[config.mk]
export PLATFORM = sky130hd
export DESIGN_NAME = uart_tx_status
export DESIGN_NICKNAME = d
export VERILOG_FILES = /design/src/rtl/uart_tx_pkg.sv /design/src/rtl/uart_baud_gen.sv /design/src/rtl/uart_tx_store.sv /design/src/rtl/uart_tx_shifter.sv /design/src/rtl/uart_tx_status.sv
export SDC_FILE = /design/constraint.sdc
export NUM_CORES = 1
export LEC_CHECK = 0
export ABC_CLOCK_PERIOD_IN_PS = 8200
export BUFFER_PORTS_ARGS = -buffer_cell sky130_fd_sc_hd__buf_2
export CAP_MARGIN = 20
export CELL_PAD_IN_SITES_DETAIL_PLACEMENT = 0
export CELL_PAD_IN_SITES_GLOBAL_PLACEMENT = 1
export CORE_MARGIN = 10
export CORE_UTILIZATION = 25
export CTS_CLUSTER_DIAMETER = 120
export DETAILED_ROUTE_END_ITERATION = 10
export PLACE_DENSITY = 0.52
export SLEW_MARGIN = 20
export SYNTH_ARGS = -nofsm -noshare
export SYNTH_HDL_FRONTEND = slang
export SYNTH_SLANG_ARGS = --single-unit
[constraint.sdc]
create_clock -name clk -period 8.2 [get_ports clk]
set_clock_uncertainty 0.05 [all_clocks]
set_input_delay 1.64 -clock clk [delete_from_list [all_inputs] [get_ports clk]]
set_output_delay 1.64 -clock clk [all_outputs]
set_load 0.1 [all_outputs]
[src/rtl/uart_tx_pkg.sv]
package uart_tx_pkg;

    localparam int FRAME_W    = 12;
    localparam int REG_ADDR_W = 3;

    localparam logic [REG_ADDR_W-1:0] A_THR   = 3'd0;
    localparam logic [REG_ADDR_W-1:0] A_IER   = 3'd1;
    localparam logic [REG_ADDR_W-1:0] A_FCR   = 3'd2;
    localparam logic [REG_ADDR_W-1:0] A_LCR   = 3'd3;
    localparam logic [REG_ADDR_W-1:0] A_DIVLO = 3'd4;
    localparam logic [REG_ADDR_W-1:0] A_LSR   = 3'd5;
    localparam logic [REG_ADDR_W-1:0] A_DIVHI = 3'd6;

    typedef enum logic [1:0] {S_IDLE, S_DELAY, S_SHIFT} tx_state_t;

    function automatic logic [3:0] data_count(input logic [4:0] lc);
        return 4'(lc[1:0]) + 4'd5;
    endfunction

    function automatic logic [3:0] frame_len(input logic [4:0] lc);
        return data_count(lc) + 4'd2 + 4'(lc[2]) + 4'(lc[3]);
    endfunction

    // Bit 0 goes out first; unused upper positions stay high (stop level).
    function automatic logic [FRAME_W-1:0] build_frame(input logic [7:0] b, input logic [4:0] lc);
        logic [FRAME_W-1:0] f;
        logic [3:0]         dc;
        logic               par;
        f   = '1;
        f[0] = 1'b0;
        dc  = data_count(lc);
        par = ~lc[4];
        for (int i = 0; i < 8; i++) begin
            if (i < int'(dc)) begin
                f[1+i] = b[i];
                par    = par ^ b[i];
            end
        end
        if (lc[3]) f[4'd1 + dc] = par;
        return f;
    endfunction

endpackage

[src/rtl/uart_baud_gen.sv]
module uart_baud_gen #(
    parameter int DIV_W = 16
) (
    input  logic             clk,
    input  logic             rst_n,
    input  logic             restart,
    input  logic [DIV_W-1:0] divisor,
    output logic             tick
);
    logic [DIV_W-1:0] cnt;

    always_ff @(posedge clk or negedge rst_n) begin
        if (!rst_n) begin
            cnt  <= '0;
            tick <= 1'b0;
        end else if (restart || divisor == '0) begin
            cnt  <= '0;
            tick <= 1'b0;
        end else if (cnt >= divisor - DIV_W'(1)) begin
            cnt  <= '0;
            tick <= 1'b1;
        end else begin
            cnt  <= cnt + DIV_W'(1);
            tick <= 1'b0;
        end
    end

    p_zero_div_stops_r11: assert property (@(posedge clk) disable iff (!rst_n)
        (divisor == '0 && $past(divisor) == '0) |-> !tick);

endmodule

[src/rtl/uart_tx_store.sv]
module uart_tx_store #(
    parameter int DEPTH = 16,
    parameter int W     = 8
) (
    input  logic         clk,
    input  logic         rst_n,
    input  logic         flush,
    input  logic         fifo_mode,
    input  logic         push,
    input  logic [W-1:0] din,
    input  logic         pop,
    output logic [W-1:0] dout,
    output logic         empty,
    output logic         last
);
    localparam int PTR_W = (DEPTH > 1) ? $clog2(DEPTH) : 1;
    localparam int CNT_W = $clog2(DEPTH + 1);

    logic [W-1:0]     mem [DEPTH];
    logic [PTR_W-1:0] wptr, rptr;
    logic [CNT_W-1:0] count, cap;
    logic             full, do_push, do_pop;

    assign cap     = fifo_mode ? CNT_W'(DEPTH) : CNT_W'(1);
    assign full    = count >= cap;
    assign empty   = count == '0;
    assign last    = count == CNT_W'(1);
    assign do_push = push && !full;
    assign do_pop  = pop && !empty;
    assign dout    = mem[rptr];

    function automatic logic [PTR_W-1:0] nxt(input logic [PTR_W-1:0] p);
        return (p == PTR_W'(DEPTH - 1)) ? '0 : p + PTR_W'(1);
    endfunction

    always_ff @(posedge clk or negedge rst_n) begin
        if (!rst_n) begin
            wptr  <= '0;
            rptr  <= '0;
            count <= '0;
        end else if (flush) begin
            wptr  <= '0;
            rptr  <= '0;
            count <= '0;
        end else begin
            if (do_push) wptr <= nxt(wptr);
            if (do_pop)  rptr <= nxt(rptr);
            count <= count + CNT_W'(do_push) - CNT_W'(do_pop);
        end
    end

    always_ff @(posedge clk) begin
        if (do_push) mem[wptr] <= din;
    end

    p_no_overflow_r9: assert property (@(posedge clk) disable iff (!rst_n)
        count <= CNT_W'(DEPTH));
    p_full_drop_r9: assert property (@(posedge clk) disable iff (!rst_n)
        (push && full && !pop && !flush) |=> $stable(count));
    p_pop_nonempty_r5: assert property (@(posedge clk) disable iff (!rst_n)
        pop |-> !empty);

endmodule

[src/rtl/uart_tx_shifter.sv]
module uart_tx_shifter
    import uart_tx_pkg::*;
#(
    parameter int START_DELAY = 8
) (
    input  logic       clk,
    input  logic       rst_n,
    input  logic       abort,
    input  logic       tick,
    input  logic [4:0] lcr,
    input  logic       src_empty,
    input  logic [7:0] src_data,
    output logic       src_pop,
    output logic       drained,
    output logic       tx
);
    localparam int DCNT_W = $clog2(START_DELAY + 1);

    tx_state_t          state, state_nx;
    logic [DCNT_W-1:0]  dcnt;
    logic [FRAME_W-1:0] sh;
    logic [3:0]         bit_idx, nbits, ndata;
    logic               staged_v;
    logic [7:0]         staged;
    logic               delay_done, end_frame;

    assign delay_done = (state == S_DELAY) && tick && dcnt == DCNT_W'(START_DELAY - 1);
    assign end_frame  = (state == S_SHIFT) && tick && bit_idx == nbits - 4'd1;
    assign src_pop    = !src_empty && (delay_done ||
                        ((state == S_SHIFT) && tick && !staged_v && bit_idx == ndata - 4'd1));
    assign drained    = end_frame && !staged_v && src_empty;
    assign tx         = (state == S_SHIFT) ? sh[0] : 1'b1;

    always_comb begin
        state_nx = state;
        unique case (state)
            S_IDLE:  if (!src_empty) state_nx = S_DELAY;
            S_DELAY: if (delay_done) state_nx = src_empty ? S_IDLE : S_SHIFT;
            S_SHIFT: if (end_frame)
                         state_nx = staged_v ? S_SHIFT : (src_empty ? S_IDLE : S_DELAY);
            default: state_nx = S_IDLE;
        endcase
        if (abort) state_nx = S_IDLE;
    end

    always_ff @(posedge clk or negedge rst_n) begin
        if (!rst_n) state <= S_IDLE;
        else        state <= state_nx;
    end

    always_ff @(posedge clk or negedge rst_n) begin
        if (!rst_n) begin
            dcnt <= '0; sh <= '1; bit_idx <= '0; nbits <= '0; ndata <= '0;
            staged_v <= 1'b0; staged <= '0;
        end else if (abort) begin
            dcnt <= '0; sh <= '1; bit_idx <= '0; staged_v <= 1'b0;
        end else begin
            unique case (state)
                S_IDLE: dcnt <= '0;
                S_DELAY: if (tick) begin
                    dcnt <= dcnt + DCNT_W'(1);
                    if (src_pop) begin
                        sh      <= build_frame(src_data, lcr);
                        nbits   <= frame_len(lcr);
                        ndata   <= data_count(lcr);
                        bit_idx <= '0;
                        dcnt    <= '0;
                    end
                end
                S_SHIFT: if (tick) begin
                    if (end_frame) begin
                        dcnt    <= '0;
                        bit_idx <= '0;
                        if (staged_v) begin
                            sh       <= build_frame(staged, lcr);
                            nbits    <= frame_len(lcr);
                            ndata    <= data_count(lcr);
                            staged_v <= 1'b0;
                        end else begin
                            sh <= '1;
                        end
                    end else begin
                        sh      <= {1'b1, sh[FRAME_W-1:1]};
                        bit_idx <= bit_idx + 4'd1;
                    end
                    if (src_pop) begin
                        staged   <= src_data;
                        staged_v <= 1'b1;
                    end
                end
                default: dcnt <= '0;
            endcase
        end
    end

    p_stop_last_r2: assert property (@(posedge clk) disable iff (!rst_n)
        end_frame |-> tx);
    p_start_low_r2: assert property (@(posedge clk) disable iff (!rst_n)
        (state != S_SHIFT && state_nx == S_SHIFT && !abort) |=> !tx);

endmodule

[src/rtl/uart_tx_status.sv]
module uart_tx_status
    import uart_tx_pkg::*;
#(
    parameter int FIFO_DEPTH  = 16,
    parameter int DIV_W       = 16,
    parameter int START_DELAY = 8
) (
    input  logic                  clk,
    input  logic                  rst_n,
    input  logic [REG_ADDR_W-1:0] addr,
    input  logic                  wr,
    input  logic                  rd,
    input  logic [7:0]            wdata,
    output logic [7:0]            rdata,
    output logic                  tx,
    output logic                  irq
);
    logic [7:0]       ier, lcr;
    logic [DIV_W-1:0] divisor;
    logic             fifo_en, txrst_bit;
    logic             thre, temt, pend;
    logic             wr_thr, flush, div_wr, tick;
    logic             src_empty, src_last, src_pop, drained;
    logic [7:0]       src_data;

    assign wr_thr = wr && addr == A_THR;
    assign div_wr = wr && (addr == A_DIVLO || addr == A_DIVHI);
    assign flush  = wr && addr == A_FCR &&
                    ((wdata[0] ^ fifo_en) || (wdata[2] ^ txrst_bit));
    assign irq    = ier[1] && pend;

    uart_baud_gen #(.DIV_W(DIV_W)) u_baud (
        .clk(clk), .rst_n(rst_n), .restart(div_wr), .divisor(divisor), .tick(tick));

    uart_tx_store #(.DEPTH(FIFO_DEPTH), .W(8)) u_store (
        .clk(clk), .rst_n(rst_n), .flush(flush), .fifo_mode(fifo_en),
        .push(wr_thr), .din(wdata), .pop(src_pop), .dout(src_data),
        .empty(src_empty), .last(src_last));

    uart_tx_shifter #(.START_DELAY(START_DELAY)) u_shift (
        .clk(clk), .rst_n(rst_n), .abort(flush), .tick(tick), .lcr(lcr[4:0]),
        .src_empty(src_empty), .src_data(src_data), .src_pop(src_pop),
        .drained(drained), .tx(tx));

    always_ff @(posedge clk or negedge rst_n) begin
        if (!rst_n) begin
            ier <= '0; lcr <= '0; divisor <= '0; fifo_en <= 1'b0; txrst_bit <= 1'b0;
        end else if (wr) begin
            unique case (addr)
                A_IER:   ier <= wdata;
                A_LCR:   lcr <= wdata;
                A_FCR:   begin fifo_en <= wdata[0]; txrst_bit <= wdata[2]; end
                A_DIVLO: divisor[7:0] <= wdata;
                A_DIVHI: divisor[DIV_W-1:8] <= wdata[DIV_W-9:0];
                default: ;
            endcase
        end
    end

    always_ff @(posedge clk or negedge rst_n) begin
        if (!rst_n) begin
            thre <= 1'b1; temt <= 1'b1; pend <= 1'b0;
        end else if (flush) begin
            thre <= 1'b1; temt <= 1'b1; pend <= 1'b0;
        end else if (wr_thr) begin
            thre <= 1'b0; temt <= 1'b0; pend <= 1'b0;
        end else begin
            if (src_pop && src_last) begin
                thre <= 1'b1;
                pend <= 1'b1;
            end
            if (drained && thre) temt <= 1'b1;
        end
    end

    always_ff @(posedge clk or negedge rst_n) begin
        if (!rst_n) rdata <= '0;
        else if (rd) begin
            unique case (addr)
                A_IER:   rdata <= ier;
                A_LCR:   rdata <= lcr;
                A_LSR:   rdata <= {1'b0, temt, thre, 5'b0};
                A_DIVLO: rdata <= divisor[7:0];
                A_DIVHI: rdata <= 8'(divisor[DIV_W-1:8]);
                default: rdata <= '0;
            endcase
        end
    end

    p_temt_needs_thre_r8: assert property (@(posedge clk) disable iff (!rst_n)
        temt |-> thre);
    p_write_clears_r3: assert property (@(posedge clk) disable iff (!rst_n)
        wr_thr |=> (!thre && !temt && !irq));

endmodule

# Word level (Yosys, flattened, before mapping)
# Memory sizes are Yosys's and may differ from the RTL's.
# Index checks and enable logic that the tools add are counted.
[totals]
wordCells = 395
mem_count = 1
ram_bits = 128
ff_bits = 114
[memory_table]
columns = ["memory", "words", "width", "rd", "rd_clocked_by_memory_dff", "write_ports", "line_no", "rtl"]
rows = [
  ["u_store.mem", 16, 8, 1, 0, 1, "uart_tx_store.sv:19", "logic [W-1:0] mem [DEPTH];"],
]
[op_classes]
n_bitwise = 20
reduce_logical = 50
n_addsub = 15
n_mux = 249
n_eq_ne = 25
magnitude_cmp = 12
[op_table]
columns = ["cell", "n"]
rows = [
  ["$mux 1", 195],
  ["$mux 4", 26],
  ["$mux 12", 8],
  ["$pmux 8 s5", 1],
  ["$mux 16", 2],
  ["$pmux 4 s2", 4],
  ["$bwmux 12", 2],
  ["$pmux 12 s2", 1],
  ["$logic_and 1x1->1", 19],
  ["$xor 1x1->1", 18],
  ["$add 16x1->16 const B", 1],
  ["$add 4x1->4 const B", 4],
  ["$ge 16x16->1", 1],
  ["$logic_not 16->1", 1],
  ["$lt 3x4->1 const A", 4],
  ["$sub 16x1->16 const B", 1],
  ["$mux 2", 6],
  ["$ne 3x3->1 const B", 4],
  ["$reduce_bool 3->1", 4],
  ["$mux 5", 2],
  ["$reduce_and 2->1", 5],
  ["$reduce_bool 2->1", 5],
  ["$eq 3x3->1 const B", 3],
  ["$reduce_and 3->1", 3],
  ["other kinds (33)", 51],
]

# Logic depth before layout (Yosys ltp)
# Gate-level depths: netlist (run 1).
[depth]
ltp_word = 64
ltp_mapped = 14
depth_no_buf = 14

# Modules after synthesis
# A second synthesis (run 1) with hierarchy kept.
[unflattened]
cells_unflattened = 904
hier_area_um2 = 12149.2
[modules_own_cells]
columns = ["module", "area_each_um2", "n_inst", "cells_per_inst"]
rows = [
  ["uart_tx_store", 5916.9, 1, 319],
  ["uart_tx_shifter", 2746.4, 1, 282],
  ["uart_tx_status", 2107.0, 1, 152],
  ["uart_baud_gen", 1378.8, 1, 151],
]

# Worst setup path before layout (run 1)
# No wires, ideal clock.
[synth_path]
path_type = "input to register"
from = "input wdata[0]"
to = "register u_shift.sh[9]"
required_time_ns = 8.064
setup_ns = 0.086
t_arrival_ns = 3.556
path_stages = 9
path_slack_ns = 4.508
cell_sequence = "xor2_1 > o21ai_1 > nand2_1 > or2_2 > a21oi_1 > clkbuf_1 > buf_1 > nand2_1 > o31ai_2"
[synth_between]
elab_chain_cells = 5
elab_cells_between_ends = 9
cone_classes = "eq/ne (3); mux (1); bitwise (1); reduce/logical (4)"
[synth_lines]
columns = ["element", "line_no", "rtl"]
rows = [
  ["start: declaration", "uart_tx_status.sv:13", "input logic [7:0] wdata,"],
  ["$xor 1x1->1 (*)", "uart_tx_status.sv:29", "((wdata[0] ^ fifo_en) || (wdata[2] ^ txrst_bit));"],
  ["$logic_or 1x1->1 (*)", "uart_tx_status.sv:29", ""],
  ["$logic_and 1x1->1 (*)", "uart_tx_status.sv:28", "assign flush = wr && addr == A_FCR &&"],
  ["$ne 3x3->1 (no line) / $reduce_bool 3->1 (equally long branches)", "--", ""],
  ["$reduce_and 4->1 (no line)", "--", ""],
  ["end signal: assignment", "uart_tx_shifter.sv:63", "sh <= build_frame(src_data, lcr);"],
  ["end signal: assignment", "uart_tx_shifter.sv:75", "sh <= build_frame(staged, lcr);"],
  ["end signal: assignment", "uart_tx_shifter.sv:83", "sh <= {1'b1, sh[FRAME_W-1:1]};"],
  ["end: declaration", "uart_tx_shifter.sv:21", "logic [FRAME_W-1:0] sh;"],
]
# Every way passes the cells marked *; elsewhere a longest branch is shown, timed or not.
# A chain may end at the register's enable or synchronous reset.

# Final worst setup path (run 1)
[layout_path]
from = "input addr[2]"
to = "memory u_store.mem[6][3] (enable)"
[layout_between]
elab_chain_cells = 5
[layout_lines]
columns = ["element", "line_no", "rtl"]
rows = [
  ["start: declaration", "uart_tx_status.sv:10", "input logic [REG_ADDR_W-1:0] addr,"],
  ["$logic_not 3->1", "uart_tx_status.sv:26", "assign wr_thr = wr && addr == A_THR;"],
  ["$logic_and 1x1->1", "uart_tx_status.sv:26", ""],
  ["$logic_and 1x1->1", "uart_tx_store.sv:28", "assign do_push = push && !full;"],
  ["$mux 1", "uart_tx_store.sv:53", "if (do_push) mem[wptr] <= din;"],
  ["$mux 1 (not written as such)", "uart_tx_store.sv:53", ""],
  ["end: declaration", "uart_tx_store.sv:19", ""],
]
# No other way between the ends.

==> run summary, run 1 <==
Status
• finished clean — outcome

Detailed routing
• 7168 — number of vias in the routed layout
• 18.5 um — routed wirelength normalized by instance count
• 0 — count of unresolved DRC violations after routing
• 4.59 — detailed-route vias per instance
• 394 — count of routing violations after the opening detailed-route iteration
• 4 — length of the first detailed-routing pass in iterations
• 29.0 mm — DRT Wirelength
• 0 — Post-DRT Antenna Nets

Place
• 19.6 mm — Detailed Place HPWL
• 24 — count of port buffers added during placement
• 0.732 — final RePlAce weighted congestion
• 12600 um2 — dpl cell area
• 3530 ps — post-placement setup slack

Setup path
• 4200 ps — data arrival at the endpoint of the critical path
• 1 — critical path buffer and inverter count
• simple AND/OR/NAND/NOR gates — cell family with the largest share of critical-path delay
• buf_2 > nand2b_1 > nor3_1 > nand2b_1 > a21oi_1 > and2_0 > nor2b_1 > and2_1 — worst path cell trace
• 530 ps — Crit path largest cell delay
• u_store.rptr[0]$_DFFE_PN0P_ — origin of the critical flop-to-flop path
• input port — kind of start point of the critical path
• 8350 ps — required time at the endpoint of the critical path
• 12 — top fanout value on the critical path
• sky130_fd_sc_hd__nand2b_1 — Most Frequent Cell on Critical Path
• sky130_fd_sc_hd__a21oi_1 — cell with the largest stage delay on the worst path
• flip-flop — CP Capture Type
• addr[2] — launching element of the worst setup path
• input port to flip-flop — Worst Setup Path Type

STA
• 0 ps — final-layout setup total negative slack
• 0.247 GHz — Fmax
• no — unrepaired setup endpoints after global routing
• 0 — Final Hold Fails
• 868 ps — Slew @ Worst Pin
• 423 ps — final-layout worst hold slack
• 4050 ps — minimum clock period
• 0 — Setup-failing EPs final
• 4150 ps — least setup slack across all paths after layout
• 42.1% — relative max-transition margin
• 0 — number of max-slew violations in the final report
• 49.4% — final worst-path cycle share

Clocking
• sky130_fd_sc_hd__clkbuf_16 — root buffer selected by CTS
• 0 — number of buffers added for setup after CTS
• 3 — buffer depth of the longest clock path
• 0 — quantity of hold-fixing buffers added after cts
• 0 — post-cts sizing count
• 1 — maximum level of the CTS H-tree
• 570 ps — later-pin clock latency in the skew report
• done — clock tree from TritonCTS
• 242 — count of clock tree sinks
• 28 — TritonCTS Buffers
• 60 ps — clock transition at the register clock pins on the worst setup and hold paths after CTS

Logic synthesis
• 903 — number of instances in the synthesized netlist
• 242 — number of register bits inferred by synthesis
• sky130_fd_sc_hd__edfxtp_1 (33%), sky130_fd_sc_hd__dfrtp_1 (21%), sky130_fd_sc_hd__mux4_2 (5.3%) — leading post-synthesis cells by cell area
• 11800 um2 — summed instance area of the synthesized netlist
• 32.6% — top cell type's share of synthesized area
• sky130_fd_sc_hd__edfxtp_1 — most instantiated flip-flop cell in the synthesis netlist
• 56.9% — sequential-to-total area share from yosys stat
• sky130_fd_sc_hd__edfxtp_1 — library cell with the largest summed area after synthesis
• 0 — Yosys warning total
• 968 — Post-Syn Nets
• 63 — number of distinct library cell variants in the gate-level netlist after synthesis
• 13.1 um2 — Synth Area per Inst
• 128 — count of flip-flops with a built-in enable after synthesis
• 47.1% — asr flop ratio synth

Power
• 5.20 nW — leak pwr
• 3.65 mW — post-layout total power
• 269 nW/um2 — power per standard cell area
• 0.139 mV — Max rail drop VDD

GRT
• 45.1 mm — first-pass GRT wire length
• 0 — overflow left after global routing
• 2 — initial antenna violation count
• 7380 — number of global-route vias before repair
• 62 — maximum number of pins on one net before global-route repair
• 10.2% — total global-route track usage

Layout
• 4775 — final-layout fill cell count
• 14.7% — P&R area growth vs syn
• 17.9% — share of final-layout standard cells stronger than drive strength 1
• 13500 um2 — Final Cell Area
• 998 — post-layout net count
• 0 — diode insertion count for antenna repair

Min path
• u_shift.sh[7]$_DFFE_PN1P_ — Worst Min Path Start
• flip-flop to flip-flop — type of the worst min-delay path

Die
• 237 um — die height
• 79 — # rows
• 237 um — Die Span X
• 56300 um2 — Die Footprint
• 25.3% — initial standard-cell utilization of the core
• 46700 um2 — Core Area
• 25 — number of top-level pins

Run
• 0 — Maximum Capacitance Violations

## synth_stat cells (5+ instances only)
| cell | instances |
|---|---|
| sky130_fd_sc_hd__a31oi_1 | 5 |
| sky130_fd_sc_hd__nor2b_1 | 10 |
| sky130_fd_sc_hd__dfstp_2 | 14 |
| sky130_fd_sc_hd__a21oi_1 | 25 |
| sky130_fd_sc_hd__mux4_2 | 28 |
| sky130_fd_sc_hd__o22ai_1 | 10 |
| sky130_fd_sc_hd__edfxtp_1 | 128 |
| sky130_fd_sc_hd__mux2i_1 | 26 |
| sky130_fd_sc_hd__nor3_1 | 17 |
| sky130_fd_sc_hd__dfrtp_1 | 100 |
| sky130_fd_sc_hd__nand2b_1 | 8 |
| sky130_fd_sc_hd__clkbuf_1 | 16 |
| sky130_fd_sc_hd__buf_2 | 7 |
| sky130_fd_sc_hd__and3_1 | 10 |
| sky130_fd_sc_hd__nand4_1 | 7 |
| sky130_fd_sc_hd__xor2_1 | 24 |
| sky130_fd_sc_hd__a21o_1 | 11 |
| sky130_fd_sc_hd__o21ai_1 | 5 |
| sky130_fd_sc_hd__a221oi_1 | 15 |
| sky130_fd_sc_hd__mux2_2 | 45 |
| sky130_fd_sc_hd__nor3b_1 | 6 |
| sky130_fd_sc_hd__o21ai_0 | 21 |
| sky130_fd_sc_hd__inv_1 | 34 |
| sky130_fd_sc_hd__and2_1 | 16 |
| sky130_fd_sc_hd__xnor2_1 | 40 |
| sky130_fd_sc_hd__nor2_1 | 69 |
| sky130_fd_sc_hd__or3_1 | 6 |
| sky130_fd_sc_hd__nand2_1 | 65 |
| sky130_fd_sc_hd__nand3_1 | 17 |
| sky130_fd_sc_hd__ha_1 | 48 |
## per-layer routing
metal | wire length [um] | up-vias | track usage, %
met5 | 21 | - | 0
met4 | 578 | 4 | 3.11
met3 | 991 | 43 | 1.47
met2 | 14300 | 105 | 17.5
met1 | 13100 | 3612 | 13.0
li1 | - | 3404 | -
## cell type report
cell class	instances	area, um2	area share, %
inverters	35	131	0.970
clock inverters	19	234	1.73
clock buffers	33	719	5.31
multi-input cells	596	4810	35.5
well taps	607	759	5.61
flip-flops and latches	242	6720	49.6
repair buffers	30	168	1.24
## stage by stage
step,utilization [%],instances
global route,29.0,1562
detailed placement,27.0,1510
floorplan,-,903
finish,29.0,1562
global placement,27.0,1510
CTS,29.0,1562
## power breakdown
part | leakage, nW | internal [mW] | total, mW | switching [mW]
registers | 2.57 | 1.42 | 1.55 | 0.131
clock network | 0.460 | 0.784 | 1.30 | 0.512
logic | 2.17 | 0.353 | 0.803 | 0.450
## worst paths after layout
| path | endpoint | slack, ps | cells past startpoint |
|---|---|---|---|
| min in group asynchronous | u_shift.nbits[2]$_DFFE_PN0P_ | 1080 | 1 |
| worst min register to register | u_shift.sh[7]$_DFFE_PN1P_ | 420 | 2 |
| worst max-delay path | u_store.mem[6][3]$_DFFE_PP_ | 4150 | 8 |
| worst min-delay path | u_shift.sh[7]$_DFFE_PN1P_ | 420 | 2 |
| worst max register to register | u_shift.sh[10]$_DFFE_PN1P_ | 4470 | 10 |
| max in group asynchronous | u_baud.cnt[12]$_DFF_PN0_ | 5720 | 2 |
## cell families (layout without fill, tap and decap cells)
family	after synthesis	after routing	share of synthesized area [%]
simple gates	250	250	10.3
flops	242	242	56.9
compound gates	128	128	7.38
mux	101	101	12.3
xor+xnor	67	67	5.32
buf+inv	65	117	2.40
fa+ha+maj	50	50	5.43
## state kept, by name (all words and copies together) (netlist names), 5 cells and up
| signal | count |
|---|---|
| u_baud.cnt | 16 |
| ier | 8 |
| divisor | 16 |
| u_store.count | 5 |
| u_shift.sh | 12 |
| u_store.mem | 128 |
| lcr | 8 |
| rdata | 8 |
| u_shift.staged | 8 |
## layout by cell type (no fill, tap or decap), drive strengths merged, types with 11 or more instances in the layout
cell type	Yosys	routed
clkinv	1	13
nor2	69	69
xnor2	40	40
o21ai	26	26
and2	17	17
a21oi	26	26
inv	34	34
ha	48	48
a21o	11	11
dfrtp	100	100
mux4	30	30
mux2i	26	26
a221oi	15	15
dfstp	14	14
xor2	24	24
nand3	17	17
mux2	45	45
buf	14	30
clkbuf	16	33
edfxtp	128	128
nand2	66	66
nor3	17	17
## worst reg2reg max path: stages, from the launching register on
cell,delay (ps)
sky130_fd_sc_hd__dfrtp_2,330
sky130_fd_sc_hd__buf_4,580
sky130_fd_sc_hd__mux4_2,650
sky130_fd_sc_hd__mux4_2,580
sky130_fd_sc_hd__xor2_1,200
sky130_fd_sc_hd__a21oi_2,160
sky130_fd_sc_hd__xnor3_1,470
sky130_fd_sc_hd__or2_4,280
sky130_fd_sc_hd__nand2_2,60
sky130_fd_sc_hd__and4b_1,210
sky130_fd_sc_hd__a21oi_1,80
Power figures use the tool's default switching activity.
==> inputs of run 2 (changes only) <==
--- a/config.mk
+++ b/config.mk
@@ -5,7 +5,7 @@
 export SDC_FILE = /design/constraint.sdc
 export NUM_CORES = 1
 export LEC_CHECK = 0
-export ABC_CLOCK_PERIOD_IN_PS = 8200
+export ABC_CLOCK_PERIOD_IN_PS = 4170
 export BUFFER_PORTS_ARGS = -buffer_cell sky130_fd_sc_hd__buf_2
 export CAP_MARGIN = 20
 export CELL_PAD_IN_SITES_DETAIL_PLACEMENT = 0
==> constraint.sdc (replaced) <==
create_clock -name clk -period 4.17 [get_ports clk]
set_clock_uncertainty 0.05 [all_clocks]
set_input_delay 0.834 -clock clk [delete_from_list [all_inputs] [get_ports clk]]
set_output_delay 0.834 -clock clk [all_outputs]
set_load 0.1 [all_outputs]
==> run 2 against run 1 <==
Against the previous run: global-route usage is 0.34 points higher; cell count is 1.2% higher; critical path depth is 2 higher; combinational power is 94% higher; first-iteration DRC count is 1.0% lower; largest power group unchanged.
==> run summary, run 2 (synthesized netlist as in run 1, its figures left out) <==
Status
• finished clean — outcome

STA
• 0 — Final Hold Fails
• 0 ps — final-layout setup total negative slack
• no — unrepaired setup endpoints after global routing
• 0 — number of max-slew violations in the final report
• 0 — Setup-failing EPs final
• 84.1% — final worst-path cycle share
• 0.285 GHz — Fmax
• 48.9% — relative max-transition margin
• 279 ps — final-layout worst hold slack
• 764 ps — Slew @ Worst Pin
• 3510 ps — minimum clock period

Layout
• 13700 um2 — Final Cell Area
• 29.4% — final core utilization
• 19.4% — share of final-layout standard cells stronger than drive strength 1
• sky130_fd_sc_hd__edfxtp_1 (128), sky130_fd_sc_hd__dfrtp_1 (99), sky130_fd_sc_hd__nor2_1 (69) — commonest non-fill, non-tap cells in the layout
• u_store.mem x128, divisor x16, u_baud.cnt x16 — biggest registers after layout
• 128 — max FFs per register
• u_store.mem — largest reg by FF count
• sky130_fd_sc_hd__edfxtp_1 — most common cell after layout, fill and taps aside
• 0 — diode insertion count for antenna repair
• 1016 — post-layout net count
• 16.1% — P&R area growth vs syn

Clocking
• 570 ps — later-pin clock latency in the skew report
• 242 — count of clock tree sinks
• 3 — buffer depth of the longest clock path
• 60 ps — clock transition at the register clock pins on the worst setup and hold paths after CTS
• 28 — TritonCTS Buffers
• 0 — number of buffers added for setup after CTS
• sky130_fd_sc_hd__clkbuf_16 — root buffer selected by CTS
• 1 — maximum level of the CTS H-tree
• 0 — quantity of hold-fixing buffers added after cts
• 0 — post-cts sizing count
• done — clock tree from TritonCTS

Min path
• input port to async pin — type of the worst min-delay path

Power
• 0.255 mV — Max rail drop VDD
• 526 nW/um2 — power per standard cell area
• 7.20 mW — post-layout total power
• 5.30 nW — leak pwr

Run
• 0 — Maximum Capacitance Violations

Detailed routing
• 29.7 mm — DRT Wirelength
• 4 — length of the first detailed-routing pass in iterations
• 0 — count of unresolved DRC violations after routing
• 18.8 um — routed wirelength normalized by instance count
• 7203 — number of vias in the routed layout
• 390 — count of routing violations after the opening detailed-route iteration
• 0 — Post-DRT Antenna Nets
• 4.56 — detailed-route vias per instance

Place
• 0.744 — final RePlAce weighted congestion
• 12700 um2 — dpl cell area
• 24 — count of port buffers added during placement
• 20.8 mm — Detailed Place HPWL

GRT
• 10.5% — total global-route track usage
• 0 — overflow left after global routing
• 2 — initial antenna violation count
• 7550 — number of global-route vias before repair
• 55 — maximum number of pins on one net before global-route repair
• 46.3 mm — first-pass GRT wire length

Setup path
• flip-flop — CP Capture Type
• 4570 ps — required time at the endpoint of the critical path
• 16 — top fanout value on the critical path
• flip-flop to flip-flop — Worst Setup Path Type
• 3910 ps — data arrival at the endpoint of the critical path
• flip-flop — kind of start point of the critical path

Die
• 56300 um2 — Die Footprint
• 25 — number of top-level pins
• 25.3% — initial standard-cell utilization of the core
• 79 — # rows
• 237 um — Die Span X
• 237 um — die height
• 46700 um2 — Core Area

run 2: cell count changes in the layout (fill, tap and decap cells not counted), sizes merged:
cell and delta:
clkinvlp +1, buf +18, clkinv -6, clkbuf +5
run 2: final timing paths:
| path | start | end | slack (ps) | cells after the start |
|---|---|---|---|---|
| worst max-delay path | u_store.rptr[0]$_DFFE_PN0P_ | u_shift.sh[4]$_DFFE_PN1P_ | 660 | 10 |
| worst max register to register | u_store.rptr[0]$_DFFE_PN0P_ | u_shift.sh[4]$_DFFE_PN1P_ | 660 | 10 |
| worst min register to register | u_shift.sh[5]$_DFFE_PN1P_ | u_shift.sh[5]$_DFFE_PN1P_ | 430 | 2 |
| max in group asynchronous | rst_n | divisor[12]$_DFFE_PN0P_ | 2810 | 2 |
| worst min-delay path | rst_n | u_shift.dcnt[2]$_DFFE_PN0P_ | 280 | 1 |
| min in group clk | u_shift.sh[5]$_DFFE_PN1P_ | u_shift.sh[5]$_DFFE_PN1P_ | 430 | 2 |
run 2: worst max-delay path, stage by stage (launching register included):
cell and delay, ps:
sky130_fd_sc_hd__dfrtp_2 690, sky130_fd_sc_hd__buf_4 320, sky130_fd_sc_hd__mux2i_1 120, sky130_fd_sc_hd__a221oi_1 380, sky130_fd_sc_hd__nor2_1 60, sky130_fd_sc_hd__o21ai_0 390
sky130_fd_sc_hd__xnor3_1 490, sky130_fd_sc_hd__xnor3_1 290, sky130_fd_sc_hd__or2_4 170, sky130_fd_sc_hd__nor2_1 50, sky130_fd_sc_hd__o41ai_1 370
run 2: layout make-up:
| type | count | area [um2] |
|---|---|---|
| clock buffers | 38 | 769 |
| clock inverters | 14 | 201 |
| fillers | 4752 | 33000 |
| inverters | 35 | 131 |
| multi-input cells | 596 | 4810 |
| flip-flops and latches | 242 | 6720 |
| well taps | 607 | 759 |
| repair buffers | 48 | 315 |
run 2: where the power goes:
| part | total, mW | switching, mW | internal (mW) |
|---|---|---|---|
| combinational | 1.56 | 0.842 | 0.714 |
| clock | 2.59 | 0.989 | 1.60 |
| sequential | 3.06 | 0.278 | 2.78 |
run 2: layer usage:
metal  vias up  global-route usage (%)  part of all wire [%]  wire, um
li1       3446                       -                     -         -
met1      3633                    13.7                    47     13800
met2        78                    17.6                    48     14300
met3        42                    1.56                   2.5       756
met4         4                    3.44                   2.7       814
met5         -                       0                 0.071        21
run 2: per-stage QoR:
stage	cells	worst slack (ps)
2_1_floorplan	903	1100
3_5_place_dp	1528	521
6_report	1580	661
3_3_place_gp	1528	585
5_1_grt	1580	276
4_1_cts	1580	564
==> inputs of run 3 (changes only) <==
--- a/config.mk
+++ b/config.mk
@@ -5,7 +5,7 @@
 export SDC_FILE = /design/constraint.sdc
 export NUM_CORES = 1
 export LEC_CHECK = 0
-export ABC_CLOCK_PERIOD_IN_PS = 4170
+export ABC_CLOCK_PERIOD_IN_PS = 3150
 export BUFFER_PORTS_ARGS = -buffer_cell sky130_fd_sc_hd__buf_2
 export CAP_MARGIN = 20
 export CELL_PAD_IN_SITES_DETAIL_PLACEMENT = 0
@@ -14,7 +14,7 @@
 export CORE_UTILIZATION = 25
 export CTS_CLUSTER_DIAMETER = 120
 export DETAILED_ROUTE_END_ITERATION = 10
-export PLACE_DENSITY = 0.52
+export PLACE_DENSITY = 0.54
 export SLEW_MARGIN = 20
 export SYNTH_ARGS = -nofsm -noshare
 export SYNTH_HDL_FRONTEND = slang
==> constraint.sdc (replaced) <==
create_clock -name clk -period 3.15 [get_ports clk]
set_clock_uncertainty 0.05 [all_clocks]
set_input_delay 0.63 -clock clk [delete_from_list [all_inputs] [get_ports clk]]
set_output_delay 0.63 -clock clk [all_outputs]
set_load 0.1 [all_outputs]
==> run 3 against run 2 <==
Against the previous run: routed wire length decreased by 1.9%; power increased by 33%; non-clock buffer count increased by 61; critical path type unchanged; critical endpoint is now u_shift.sh[11]$_DFFE_PN1P_; largest power group unchanged; highest routed layer unchanged.
==> run summary, run 3 (synthesized netlist as in run 1, its figures left out) <==
Setup path
• u_shift.sh[11]$_DFFE_PN1P_ — capture instance of the worst register-to-register path
• 10 — cells on worst reg2reg path
• flip-flop — CP Capture Type
• 6 — top fanout value on the critical path
• flip-flop — kind of start point of the critical path
• 3580 ps — data arrival at the endpoint of the critical path
• 4 ps — register-to-register setup slack
• u_store.rptr[0]$_DFFE_PN0P_ — launching element of the worst setup path
• flip-flop to flip-flop — Worst Setup Path Type
• u_shift.sh[11]$_DFFE_PN1P_ — destination of the critical timing path
• u_store.rptr[0]$_DFFE_PN0P_ — origin of the critical flop-to-flop path
• 3580 ps — required time at the endpoint of the critical path

STA
• 3150 ps — minimum clock period
• 0 — Final Hold Fails
• 0 — number of max-slew violations in the final report
• 0 — Setup-failing EPs final
• yes — unrepaired setup endpoints after global routing
• 0.318 GHz — Fmax
• 62.3% — relative max-transition margin
• 99.9% — final worst-path cycle share
• 566 ps — Slew @ Worst Pin

GRT
• 10.3% — total global-route track usage
• 46.1 mm — first-pass GRT wire length
• 51 — maximum number of pins on one net before global-route repair
• 0 — overflow left after global routing
• 1 — initial antenna violation count
• 7599 — number of global-route vias before repair

Clocking
• 60 ps — clock transition at the register clock pins on the worst setup and hold paths after CTS
• 29 — TritonCTS Buffers
• done — clock tree from TritonCTS
• sky130_fd_sc_hd__clkbuf_16 — root buffer selected by CTS
• 3 — buffer depth of the longest clock path
• 1 — maximum level of the CTS H-tree
• 0 — quantity of hold-fixing buffers added after cts
• 550 ps — later-pin clock latency in the skew report
• 242 — count of clock tree sinks

Power
• 674 nW/um2 — power per standard cell area
• 41.3% — relative contribution of sequential cells to total power
• 33.2% — clock group share of total power
• 25.5% — power share of the combinational group
• 0.384 mV — Max rail drop VDD
• 2.90 mW — Switch Pwr
• 9.61 mW — post-layout total power
• 5.61 nW — leak pwr
• 30.2% — switching share of total power
• 6.71 mW — internal power consumption

Die
• 237 um — die height
• 56300 um2 — Die Footprint
• 25.3% — initial standard-cell utilization of the core
• 46700 um2 — Core Area
• 79 — # rows
• 237 um — Die Span X
• 25 — number of top-level pins

Detailed routing
• 17.7 um — routed wirelength normalized by instance count
• 4.52 — detailed-route vias per instance
• 446 — count of routing violations after the opening detailed-route iteration
• 0 — Post-DRT Antenna Nets
• 29.1 mm — DRT Wirelength
• 7431 — number of vias in the routed layout
• 5 — length of the first detailed-routing pass in iterations
• 0 — count of unresolved DRC violations after routing

Layout
• 128 — max FFs per register
• sky130_fd_sc_hd__edfxtp_1 — most common cell after layout, fill and taps aside
• 20.9% — P&R area growth vs syn
• 1078 — post-layout net count
• 30.6% — final core utilization
• u_store.mem x128, divisor x16, u_baud.cnt x16 — biggest registers after layout
• u_store.mem — largest reg by FF count
• 4703 — final-layout fill cell count
• 26.1% — share of final-layout standard cells stronger than drive strength 1
• sky130_fd_sc_hd__edfxtp_1 (128), sky130_fd_sc_hd__dfrtp_1 (97), sky130_fd_sc_hd__buf_4 (78) — commonest non-fill, non-tap cells in the layout

Run
• 0 — Maximum Capacitance Violations

Place
• 0.764 — final RePlAce weighted congestion
• 24 — count of port buffers added during placement
• 20.6 mm — Detailed Place HPWL

Status
• finished clean — outcome

Min path
• input port to async pin — type of the worst min-delay path

==> run 3: cell count changes in the layout (fill, tap and decap cells not counted), moves of 3 or more <==
| cell | change |
|---|---|
| sky130_fd_sc_hd__buf_4 | +54 |
| sky130_fd_sc_hd__o21ai_2 | +3 |
| sky130_fd_sc_hd__nor4_1 | -3 |
| sky130_fd_sc_hd__clkbuf_1 | -5 |
| sky130_fd_sc_hd__buf_12 | +4 |
| sky130_fd_sc_hd__a21oi_1 | -3 |
| sky130_fd_sc_hd__a21oi_2 | +3 |
| sky130_fd_sc_hd__clkinv_1 | +6 |
| sky130_fd_sc_hd__bufinv_16 | -3 |
==> run 3: final cells by class <==
type                       count  area [um2]  area share (%)
antenna                        1        2.50          0.0175
clock buffer                  32         737            5.17
clock inverter                21         170            1.19
inverter                      35         131           0.921
multi-input combinational    596        4900            34.3
sequential                   242        6720            47.1
tap                          607         759            5.32
timing repair buffer         109         848            5.95
==> run 3: worst min path at each step <==
| stage | endpoint | slack (ps) | from |
|---|---|---|---|
| CTS | u_shift.bit_idx[3]$_DFFE_PN0P_ | 20 | rst_n |
| detailed placement | u_shift.sh[7]$_DFFE_PN1P_ | 410 | u_shift.sh[7]$_DFFE_PN1P_ |
| finish | u_shift.dcnt[1]$_DFFE_PN0P_ | 10 | rst_n |
| floorplan | divisor[0]$_DFFE_PN0P_ | 280 | rst_n |
| global placement | u_shift.sh[2]$_DFFE_PN1P_ | 410 | u_shift.sh[2]$_DFFE_PN1P_ |
| global route | u_shift.dcnt[1]$_DFFE_PN0P_ | 40 | rst_n |
==> run 3: repair_timing <==
action / in CTS / in global routing
setup endpoints to repair: 7 / 18
resized for setup: 7 / 18
cloned: 0 / 1
pin swaps: 1 / 8
buffers inserted: 0 / 4
==> run 3: routing by layer <==
layer | vias to the layer above | GRT usage, % | wire length [um]
li1 | 3572 | - | -
met1 | 3742 | 13.6 | 13500
met2 | 80 | 17.3 | 14200
met3 | 35 | 1.54 | 911
met4 | 2 | 2.70 | 466
met5 | - | 0 | 13
==> run 3: worst max-delay path: stages (launching register included) <==
cell	delay (ps)
sky130_fd_sc_hd__dfrtp_2	430
sky130_fd_sc_hd__clkbuf_16	180
sky130_fd_sc_hd__buf_4	140
sky130_fd_sc_hd__mux4_2	500
sky130_fd_sc_hd__mux4_2	520
sky130_fd_sc_hd__xnor3_1	360
sky130_fd_sc_hd__xnor3_2	280
sky130_fd_sc_hd__or2_4	280
sky130_fd_sc_hd__nand2_2	60
sky130_fd_sc_hd__and4b_1	200
sky130_fd_sc_hd__a21oi_1	70
==> run 3: power groups by stage <==
stage | Clock, mW | Combinational, mW | Sequential, mW
floorplan | 0 | 1.53 | 4.03
global placement | 0 | 2.37 | 4.02
detailed placement | 0 | 2.37 | 4.02
CTS | 3.30 | 2.40 | 3.96
global route | 3.44 | 2.75 | 4.01
finish | 3.19 | 2.46 | 3.97
==> run 3: metrics by stage <==
stage	hold WS, ps	setup TNS (ps)	setup slack (ps)	cell area [um2]	cells
after global routing	41.7	-475	-102	14300	1642
after detailed placement	407	-70.9	-32.2	13200	1584
after CTS	17.1	0	19.7	14100	1637
final	12.5	0	3.53	14300	1643
after global placement	414	-1.28	-1.28	13200	1584
after floorplan	284	0	75.6	11800	903
